==> config.mk <==
export PLATFORM = sky130hd
export DESIGN_NAME = tw_byte_shifter
export DESIGN_NICKNAME = d
export VERILOG_FILES = /design/src/rtl/tw_byte_shifter.sv
export SDC_FILE = /design/constraint.sdc
export NUM_CORES = 1
export LEC_CHECK = 0
export BUFFER_PORTS_ARGS = -buffer_cell sky130_fd_sc_hd__buf_2
export CORE_ASPECT_RATIO = 2
export CORE_MARGIN = 2
export CORE_UTILIZATION = 55
export DETAILED_ROUTE_END_ITERATION = 8
export PLACE_DENSITY = 0.81
export SLEW_MARGIN = 20
export SYNTH_ARGS = -nofsm -noshare
export SYNTH_HDL_FRONTEND = slang
export SYNTH_SLANG_ARGS = --single-unit
==> constraint.sdc <==
create_clock -name clk -period 2.6 [get_ports clk]
set_clock_uncertainty 0.2 [all_clocks]
set_input_delay 0.39 -clock clk [delete_from_list [all_inputs] [get_ports clk]]
set_output_delay 0.39 -clock clk [all_outputs]
set_load 0.005 [all_outputs]
==> src/rtl/tw_byte_shifter.sv <==
module tw_byte_shifter #(
  parameter int CLK_PERIOD_PS = 4000,
  parameter int MIN_HALF_NS   = 700
) (
  input  logic       clk,
  input  logic       rst_n,
  input  logic       start,
  input  logic       rd_mode,
  input  logic [7:0] wr_byte,
  input  logic       sda_i,
  output logic       sclk_o,
  output logic       sda_o,
  output logic       sda_oe,
  output logic       busy,
  output logic       done,
  output logic [3:0] rd_nib
);

  localparam int HALF_CYC = (MIN_HALF_NS * 1000 + CLK_PERIOD_PS - 1) / CLK_PERIOD_PS;
  localparam int CW       = $clog2(HALF_CYC + 1);
  localparam int RW       = CW + 1;
  localparam logic [CW-1:0] CNT_LOAD = CW'(HALF_CYC - 1);

  typedef enum logic [1:0] {S_IDLE, S_HIGH, S_LOW, S_FIN} state_t;

  state_t        st;
  logic [CW-1:0] cnt;
  logic [2:0]    bidx;
  logic [7:0]    shreg;
  logic          rd_q, sclk_q, oe_q, sdo_q;
  logic [3:0]    nib_q;

  wire cnt_end = (cnt == '0);

  assign sclk_o = sclk_q;
  assign sda_o  = sdo_q;
  assign sda_oe = oe_q;
  assign busy   = (st != S_IDLE);
  assign done   = (st == S_FIN);
  assign rd_nib = nib_q;

  always_ff @(posedge clk or negedge rst_n) begin
    if (!rst_n) begin
      st     <= S_IDLE;
      cnt    <= '0;
      bidx   <= '0;
      shreg  <= '0;
      rd_q   <= 1'b0;
      sclk_q <= 1'b1;
      oe_q   <= 1'b0;
      sdo_q  <= 1'b0;
      nib_q  <= '0;
    end else begin
      case (st)
        S_IDLE: begin
          oe_q <= 1'b0;
          if (start) begin
            st    <= S_HIGH;
            cnt   <= CNT_LOAD;
            bidx  <= 3'd7;
            shreg <= wr_byte;
            rd_q  <= rd_mode;
            sdo_q <= rd_mode ? 1'b0 : wr_byte[7];
          end
        end
        S_HIGH: begin
          if (!rd_q) oe_q <= 1'b1;
          if (cnt_end) begin
            if (rd_q) shreg <= {shreg[6:0], sda_i};
            sclk_q <= 1'b0;
            cnt    <= CNT_LOAD;
            st     <= S_LOW;
          end else begin
            cnt <= cnt - 1'b1;
          end
        end
        S_LOW: begin
          if (cnt_end) begin
            sclk_q <= 1'b1;
            cnt    <= CNT_LOAD;
            if (bidx == 3'd0) begin
              st <= S_FIN;
              if (rd_q) nib_q <= shreg[3:0];
            end else begin
              bidx <= bidx - 3'd1;
              st   <= S_HIGH;
              if (!rd_q) sdo_q <= shreg[bidx - 3'd1];
            end
          end else begin
            cnt <= cnt - 1'b1;
          end
        end
        default: begin
          st    <= S_IDLE;
          oe_q  <= 1'b0;
          sdo_q <= 1'b0;
        end
      endcase
    end
  end

  logic [RW-1:0] lo_run;
  always_ff @(posedge clk or negedge rst_n) begin
    if (!rst_n)                  lo_run <= '0;
    else if (sclk_q)             lo_run <= '0;
    else if (lo_run != {RW{1'b1}}) lo_run <= lo_run + 1'b1;
  end

  AST_IDLE_CLK_HIGH: assert property (@(posedge clk) disable iff (!rst_n)
    !busy |-> sclk_o);
  AST_LOW_HALF_MIN: assert property (@(posedge clk) disable iff (!rst_n)
    $rose(sclk_o) |-> (lo_run >= RW'(HALF_CYC)));
  AST_SDO_STABLE_LOW: assert property (@(posedge clk) disable iff (!rst_n)
    (!sclk_o && !$past(sclk_o)) |-> $stable(sda_o));
  AST_OE_AT_FALL: assert property (@(posedge clk) disable iff (!rst_n)
    ($fell(sclk_o) && !rd_q) |-> sda_oe);
  AST_OE_RELEASE: assert property (@(posedge clk) disable iff (!rst_n)
    done |=> !sda_oe);
  AST_READ_NO_DRIVE: assert property (@(posedge clk) disable iff (!rst_n)
    (busy && rd_q) |-> !sda_oe);
  AST_DONE_ONE: assert property (@(posedge clk) disable iff (!rst_n)
    done |=> !done);
  AST_START_IGNORED: assert property (@(posedge clk) disable iff (!rst_n)
    (busy && !done && start) |=> (busy && $stable(rd_q)));

endmodule

==> results of run 1 <==
==> where the power goes <==
part           total, mW  internal [mW]  switching [mW]
clock network      0.558          0.380           0.178
logic             0.0198        0.00752          0.0123
registers          0.451          0.451               0
==> sequential cells by signal (all words and copies together) (netlist names) <==
register,count
cnt,8
bidx,3
rd_nib,4
st,2
sda_o,1
sclk_o,1
sda_oe,1
shreg,8
rd_q,1
==> metrics by stage <==
| step | total power [mW] | hold WS [ps] |
|---|---|---|
| after floorplan | 0.460 | -106 |
| after global placement | 0.478 | 237 |
| after detailed placement | 0.479 | 247 |
| after CTS | 1.04 | 159 |
| after global routing | 1.05 | 166 |
| final | 1.03 | 165 |
==> kinds of logic after synthesis <==
logic type	Yosys count	synth area share (%)
AO/OA/AOI/OAI	34	16.4
XOR/XNOR	4	2.13
adder cells (fa/ha/maj)	8	6.08
buffers and inverters	13	3.42
flip-flops	29	44.2
multiplexers	10	7.30
AND/OR/NAND/NOR	53	20.5
==> final cells by class <==
class	count	area, um^2
multi-input cells	109	862
inverters	9	33.8
clock inverters	3	65.1
flip-flops and latches	29	727
repair buffers	23	123
fillers	240	991
well taps	30	37.5
clock buffers	5	68.8
==> final timing paths <==
check                                       endpoint  slack (ps)          startpoint
worst max-delay path              cnt[6]$_DFFE_PN0P_         170   st[0]$_DFFE_PN0P_
worst min-delay path                rd_q$_DFFE_PN0P_         160             rd_mode
worst max register to register    cnt[6]$_DFFE_PN0P_         170   st[0]$_DFFE_PN0P_
worst min register to register    sda_oe$_DFFE_PN0P_         280  sda_oe$_DFFE_PN0P_
max in group asynchronous         sda_oe$_DFFE_PN0P_        1320               rst_n
min in group asynchronous       shreg[7]$_DFFE_PN0P_         450               rst_n
==> layer usage <==
layer	GRT usage, %	vias to the layer above	wire length (um)
met1	25.1	640	1390
met2	47.0	34	2190
met3	5.78	12	125
met4	19.4	0	142
met5	0	-	0
li1	-	619	-
==> cell usage after synthesis, types with 2 or more instances <==
cell / instances
mux2i_1: 3
ha_1: 8
a31oi_1: 2
xnor2_1: 3
clkbuf_1: 3
nand3b_1: 2
o21ai_0: 3
or3_1: 10
a21boi_0: 2
o221a_2: 8
a21oi_1: 6
nand2_1: 7
mux2_2: 5
nand3_1: 4
inv_1: 9
o22ai_1: 2
o41ai_1: 2
o32a_1: 2
a41oi_1: 2
nand2b_1: 2
nor2_1: 9
nor4_1: 2
dfrtp_1: 28
or2_2: 2
nor3_1: 3
==> timing repair <==
action                                 4_1_cts  5_1_grt
endpoints found under the hold margin       28        0
hold buffers                                 1        0
resized for setup                            0        0
==> flow_summary.toml, run 1 <==
[run_status]
status = "complete, no violations"

[setup_path]
r2r_cells = 6
worstSetupStartpointType = "flip-flop"
worstSetupPathDepth = 6
cp-end-kind = "flip-flop"
path_delay_family = "simple AND/OR/NAND/NOR gates"
timing_worst_setup_path_type = "reg -> reg"
critical_path.cell_chain = "inv_1 > ha_1 > nor2b_4 > or4b_4 > or4b_1 > a21oi_1"
worstPathMaxFanout = 8
critPathSlowestCell = "or4b_4"
worstPathRequired_ps = 2610
cp.arrival_ps = 2440
worst-path-buf-inv = 1
cpPeakStageDelay_ps = 520

[clocking]
htreeDepth = 2
clock_sinks = 29
clockRootBuffer = "clkbuf_8"
insertion_delay_ps = 280
path_clk_slew_ps = 60
ctsLongestPathBuffers = 2
cts_tree = "built"
numCtsBuffers = 5
postCtsSetupRepairBufs = 0

[logic_synthesis]
yosysWarnings = 0
yosys.cell_types.count = 47
syn_nets = 172
async_flop_share_pct = 100
avgSynthCellArea_um2 = 10.9
synth_top_cell_area_share_pct = 42.6
netlist_area_um2 = 1650
synth_edf_count = 0
synth-seq-cells = 29
synth-seq-area-share_pct = 44.2
ys_top_cells_by_area = "dfrtp_1 (43%), ha_1 (6.1%), o221a_2 (5.5%)"
synth_flop_cell = "dfrtp_1"
yosys.area.top_type = "dfrtp_1"
synth_cells = 151

[routing]
routedWlPerCell_um = 18.5
via_count = 1305
initialDrtViolationCount = 41
post_drt_via_cell_ratio = 6.27
ant_nets = 0
drc = 0
first_pass_iters = 4
wl_mm = 3.84

[timing]
finalCritPeriodShare_pct = 93.6
tightestPinTransition_ps = 640
relSlewSlack_pct = 57.3
setup_viol = 0
period_minus_slack_ps = 2430
fmax_mhz = 411
rsz0062_at_grt = "false"
setup_tns_ps = 0
setup_slack_ps = 165
final-hold-violation-count = 0
finalMaxSlewViolations = 0

[finish]
antennaDiodeCount = 0
area_growth_pct = 16.5
final_nets = 198
final_cells = 208
fin_util_pct = 65.9
final_common_cell = "dfrtp_1"
drive_above_1_share_pct = 30.3
final_cell_mix = "dfrtp_1 (28), buf_2 (21), or3_1 (10)"
postLayoutCellArea_um2 = 1920

[placement]
preCtsSetupSlack_ps = 191
post-dp-hpwl_mm = 2.87
place_inst = 199
post_dp_cell_area_um2 = 1770
gp_congestion = 0.880
portBuffers = 21

[floorplan]
dieArea_um2 = 3470
dieHeight_um = 81.4
die_w_um = 42.7
start_util_pct = 56.6
row_count = 28
ios = 22
core_um2 = 2910

[power_and_ir_drop]
vdd_drop_max_v = 0.000469
p_per_area_nw_per_um2 = 537
p_leak_nw = 0.898

[grt]
grt_start_max_net_pins = 30
grt_remaining_overflow = 0
grt_pass1_vias = 1468
track_usage_pct = 26.2
antenna_found_initial = 0
grt_pass1_wl_mm = 6.70

[flow_run]
cap_viol_max_count = 0

[worst_hold_path]
min_path_cells = 2
hold_class = "in -> reg"
No activity file was read; power rests on OpenSTA's default activity.
==> inputs of run 2 (changes only) <==
Settings changed: BUFFER_PORTS_ARGS -buffer_cell sky130_fd_sc_hd__buf_2 to -buffer_cell sky130_fd_sc_hd__clkbuf_2, MAX_ROUTING_LAYER from default to met4.
==> flow_summary.toml, run 2 (same netlist as run 1, synthesis figures left out) <==
[floorplan]
die_w_um = 42.7
core_um2 = 2910
ios = 22
dieArea_um2 = 3470
dieHeight_um = 81.4
start_util_pct = 56.6
row_count = 28

[timing]
setup_viol = 0
relSlewSlack_pct = 52.4
period_minus_slack_ps = 2450
final-hold-violation-count = 0
finalMaxSlewViolations = 0
hold_ws_ps = 166
fmax_mhz = 407
tightestPinTransition_ps = 714
setup_slack_ps = 146
rsz0062_at_grt = "false"
finalCritPeriodShare_pct = 94.4
setup_tns_ps = 0

[finish]
final_cell_mix = "dfrtp_1 (28), clkbuf_2 (21), or3_1 (10)"
antennaDiodeCount = 0
final_nets = 198
drive_above_1_share_pct = 30.3
fillers = 237
area_growth_pct = 14.5
final_common_cell = "dfrtp_1"
fin_util_pct = 64.8

[routing]
via_count = 1331
first_pass_iters = 4
post_drt_via_cell_ratio = 6.40
drc = 0
wl_mm = 3.78
initialDrtViolationCount = 46
routedWlPerCell_um = 18.2
ant_nets = 0

[clocking]
numCtsBuffers = 5
clockRootBuffer = "clkbuf_8"
insertion_delay_ps = 280
ctsLongestPathBuffers = 2
path_clk_slew_ps = 60
cts_tree = "built"
clock_sinks = 29
htreeDepth = 2

[setup_path]
worstPathMaxFanout = 8
r2r_start = "st[0]$_DFFE_PN0P_"
worstSetupStartpointType = "flip-flop"
cp-end-kind = "flip-flop"
cp.arrival_ps = 2460
timing_worst_setup_path_type = "reg -> reg"
critPathLaunch = "st[0]$_DFFE_PN0P_"
worstPathRequired_ps = 2610

[placement]
gp_congestion = 0.884
preCtsSetupSlack_ps = 212
post-dp-hpwl_mm = 2.82
portBuffers = 21

[power_and_ir_drop]
p_per_area_nw_per_um2 = 468
vdd_drop_max_v = 0.000333
p_leak_nw = 0.880
p_total_mw = 0.882

[grt]
grt_pass1_vias = 1356
track_usage_pct = 25.8
grt_remaining_overflow = 0
grt_pass1_wl_mm = 6.45
grt_start_max_net_pins = 30
antenna_found_initial = 0

[run_status]
status = "complete, no violations"

[flow_run]
cap_viol_max_count = 0

[worst_hold_path]
hold_class = "in -> reg"
hp-start = "rd_mode"
==> run 2: layer usage <==
layer,wire length (um),up-vias,global-route usage (%)
li1,-,623,-
met1,1360,655,24.5
met2,2130,42,47.4
met3,170,11,6.00
met4,117,0,12.2
met5,0,-,-
==> run 2: metrics by stage <==
step | instance area [um^2] | std cells
after floorplan | 1650 | 151
after global placement | 1770 | 199
after detailed placement | 1770 | 199
after CTS | 1880 | 208
after global routing | 1880 | 208
final | 1880 | 208
==> run 2: power by group <==
| group | total [mW] | switching (mW) | internal (mW) | leakage [nW] |
|---|---|---|---|---|
| Sequential | 0.451 | 0 | 0.451 | 0.360 |
| Combinational | 0.0198 | 0.0123 | 0.00752 | 0.466 |
| Clock | 0.411 | 0.172 | 0.239 | 0.0542 |
==> run 2: final timing paths <==
| check | end | slack [ps] | depth (start not counted) |
|---|---|---|---|
| worst max register to register | cnt[6]$_DFFE_PN0P_ | 150 | 6 |
| max in group asynchronous | rd_nib[3]$_DFFE_PN0P_ | 1260 | 2 |
| worst min register to register | sda_oe$_DFFE_PN0P_ | 290 | 1 |
| min in group asynchronous | shreg[6]$_DFFE_PN0P_ | 480 | 2 |
| worst min-delay path | rd_q$_DFFE_PN0P_ | 170 | 2 |
| worst max-delay path | cnt[6]$_DFFE_PN0P_ | 150 | 6 |
==> run 2: layout make-up <==
| cell class | instances | area (um^2) | area share (%) |
|---|---|---|---|
| timing repair buffer | 23 | 123 | 6.51 |
| inverter | 9 | 33.8 | 1.79 |
| clock buffer | 7 | 96.3 | 5.11 |
| clock inverter | 1 | 5.00 | 0.266 |
| sequential | 29 | 727 | 38.6 |
| tap | 30 | 37.5 | 1.99 |
| multi-input combinational | 109 | 862 | 45.8 |
==> run 2: worst max-delay path, cell delays in order (launching register included) <==
cell and delay (ps):
dfrtp_1 440, inv_1 90, ha_1 280, nor2b_4 180
or4b_4 510, or4b_1 530, a21oi_1 160
==> run 2: timing repair <==
action / in CTS / in global routing
endpoints found under the hold margin: 28 / 0
hold buffers: 1 / 0
resized for setup: 0 / 0
buffers inserted: 0 / 0
==> inputs of run 3 (changes only) <==
Settings changed: HOLD_SLACK_MARGIN from default to 0.15, REMOVE_ABC_BUFFERS from default to 1.
==> flow_summary.toml, run 3 (same netlist as run 1, synthesis figures left out) <==
[clocking]
insertion_delay_ps = 280
cts_resized = 0
cts_tree = "built"
clockRootBuffer = "clkbuf_8"
path_clk_slew_ps = 60
ctsLongestPathBuffers = 2
clock_sinks = 29
htreeDepth = 2
numCtsBuffers = 5

[grt]
grt_busiest_layer = "met2"
use_met3_pct = 4.89
grt_start_max_net_pins = 30
met2_usage_pct = 44.4
track_usage_pct = 24.7
grt_pass1_wl_mm = 6.22
antenna_found_initial = 0
grt_pass1_vias = 1385
use_met1_pct = 23.3
grt_remaining_overflow = 0

[worst_hold_path]
hold_class = "in -> reg"
hp-start = "rd_mode"
min_path_cells = 2
hold_end = "rd_q$_DFFE_PN0P_"

[floorplan]
dieArea_um2 = 3470
row_count = 28
dieHeight_um = 81.4
die_w_um = 42.7
core_um2 = 2910
start_util_pct = 56.6
ios = 22

[run_status]
status = "complete, no violations"

[setup_path]
critical_path.cell_chain = "inv_1 > ha_1 > nor2b_4 > or4b_4 > or4b_1 > a21oi_1"
timing_worst_setup_path_type = "reg -> reg"
r2r_cells = 6
critPathSlowestCell = "or4b_4"
reg2reg_setup_slack_ps = 150
worstPathRequired_ps = 2600
cp-end-kind = "flip-flop"
cp.arrival_ps = 2450
worst-path-buf-inv = 1
path_delay_family = "simple AND/OR/NAND/NOR gates"
r2r_start = "st[0]$_DFFE_PN0P_"
timing.rr.end = "cnt[6]$_DFFE_PN0P_"
worstSetupStartpointType = "flip-flop"
worstPathMaxFanout = 8
cpPeakStageDelay_ps = 520

[power_and_ir_drop]
power_switching_mw = 0.180
p_per_area_nw_per_um2 = 466
seq_power_share_pct = 51.5
vdd_drop_max_v = 0.000521
clock_power_share_pct = 46.3
p_leak_nw = 0.880
p_total_mw = 0.877
power.share.combinational_pct = 2.3
p_int_mw = 0.698
switching_share_pct = 20.5

[finish]
final_common_cell = "dfrtp_1"
antennaDiodeCount = 0
final_cell_mix = "dfrtp_1 (28), clkbuf_2 (21), or3_1 (10)"
area_growth_pct = 14.5
postLayoutCellArea_um2 = 1880
fin_util_pct = 64.8
drive_above_1_share_pct = 30.3
final_nets = 198

[timing]
fmax_mhz = 409
finalMaxSlewViolations = 0
period_minus_slack_ps = 2450
relSlewSlack_pct = 52.8
setup_viol = 0
finalCritPeriodShare_pct = 94.1
setup_tns_ps = 0
hold_ws_ps = 179
final-hold-violation-count = 0
tightestPinTransition_ps = 708
rsz0062_at_grt = "false"

[routing]
drc = 0
ant_nets = 0
wl_mm = 3.79
via_count = 1337
initialDrtViolationCount = 35
post_drt_via_cell_ratio = 6.43
first_pass_iters = 4
routedWlPerCell_um = 18.2

[placement]
portBuffers = 21
post_dp_cell_area_um2 = 1770
post-dp-hpwl_mm = 2.92
gp_congestion = 0.856

[flow_run]
cap_viol_max_count = 0
## run 3: cell counts in the layout (fill, tap and decap cells not counted)
No cell type changed its count.
## run 3: cell type report
| type | count | area (um^2) |
|---|---|---|
| timing repair buffer | 23 | 123 |
| multi-input combinational | 109 | 862 |
| inverter | 9 | 33.8 |
| clock inverter | 1 | 5.00 |
| clock buffer | 7 | 96.3 |
| tap | 30 | 37.5 |
| fill | 245 | 1020 |
| sequential | 29 | 727 |
## run 3: worst reg2reg max path, delay by kind of cell, from the launching register on
family / cells / cell delay, ps
adder cells (fa/ha/maj): 1 / 260
flip-flops: 1 / 440
AO/OA/AOI/OAI: 1 / 170
buffers and inverters: 1 / 90
AND/OR/NAND/NOR: 3 / 1200
## run 3: layer usage
layer	vias up	wire (um)
met2	42	2180
met1	657	1290
met3	16	158
li1	622	-
met4	0	157
met5	-	0
## run 3: worst max-delay path by stage
stage | depth (start not counted) | endpoint | startpoint
2_1_floorplan | 6 | cnt[6]$_DFFE_PN0P_ | st[0]$_DFFE_PN0P_
6_report | 6 | cnt[6]$_DFFE_PN0P_ | st[0]$_DFFE_PN0P_
3_3_place_gp | 6 | cnt[6]$_DFFE_PN0P_ | st[0]$_DFFE_PN0P_
5_1_grt | 6 | st[0]$_DFFE_PN0P_ | cnt[0]$_DFFE_PN0P_
4_1_cts | 6 | cnt[6]$_DFFE_PN0P_ | st[0]$_DFFE_PN0P_
3_5_place_dp | 6 | cnt[6]$_DFFE_PN0P_ | st[0]$_DFFE_PN0P_
## run 3: what timing repair did
item | CTS | global route
setup buffers | 0 | 0
endpoints found under the hold margin | 28 | 0
hold buffers | 1 | 0
## run 3: power by group through the flow
stage	combinational [mW]	clock [mW]	sequential [mW]
detailed placement	0.0194	0	0.460
floorplan	0.000316	0	0.460
finish	0.0199	0.406	0.452
CTS	0.0205	0.416	0.451
global route	0.0229	0.432	0.451
global placement	0.0189	0	0.460
## run 3: per-stage QoR
step	cells	worst slack [ps]
after floorplan	147	338
after global placement	199	292
after detailed placement	199	181
after CTS	208	155
after global routing	208	78.5
final	208	153
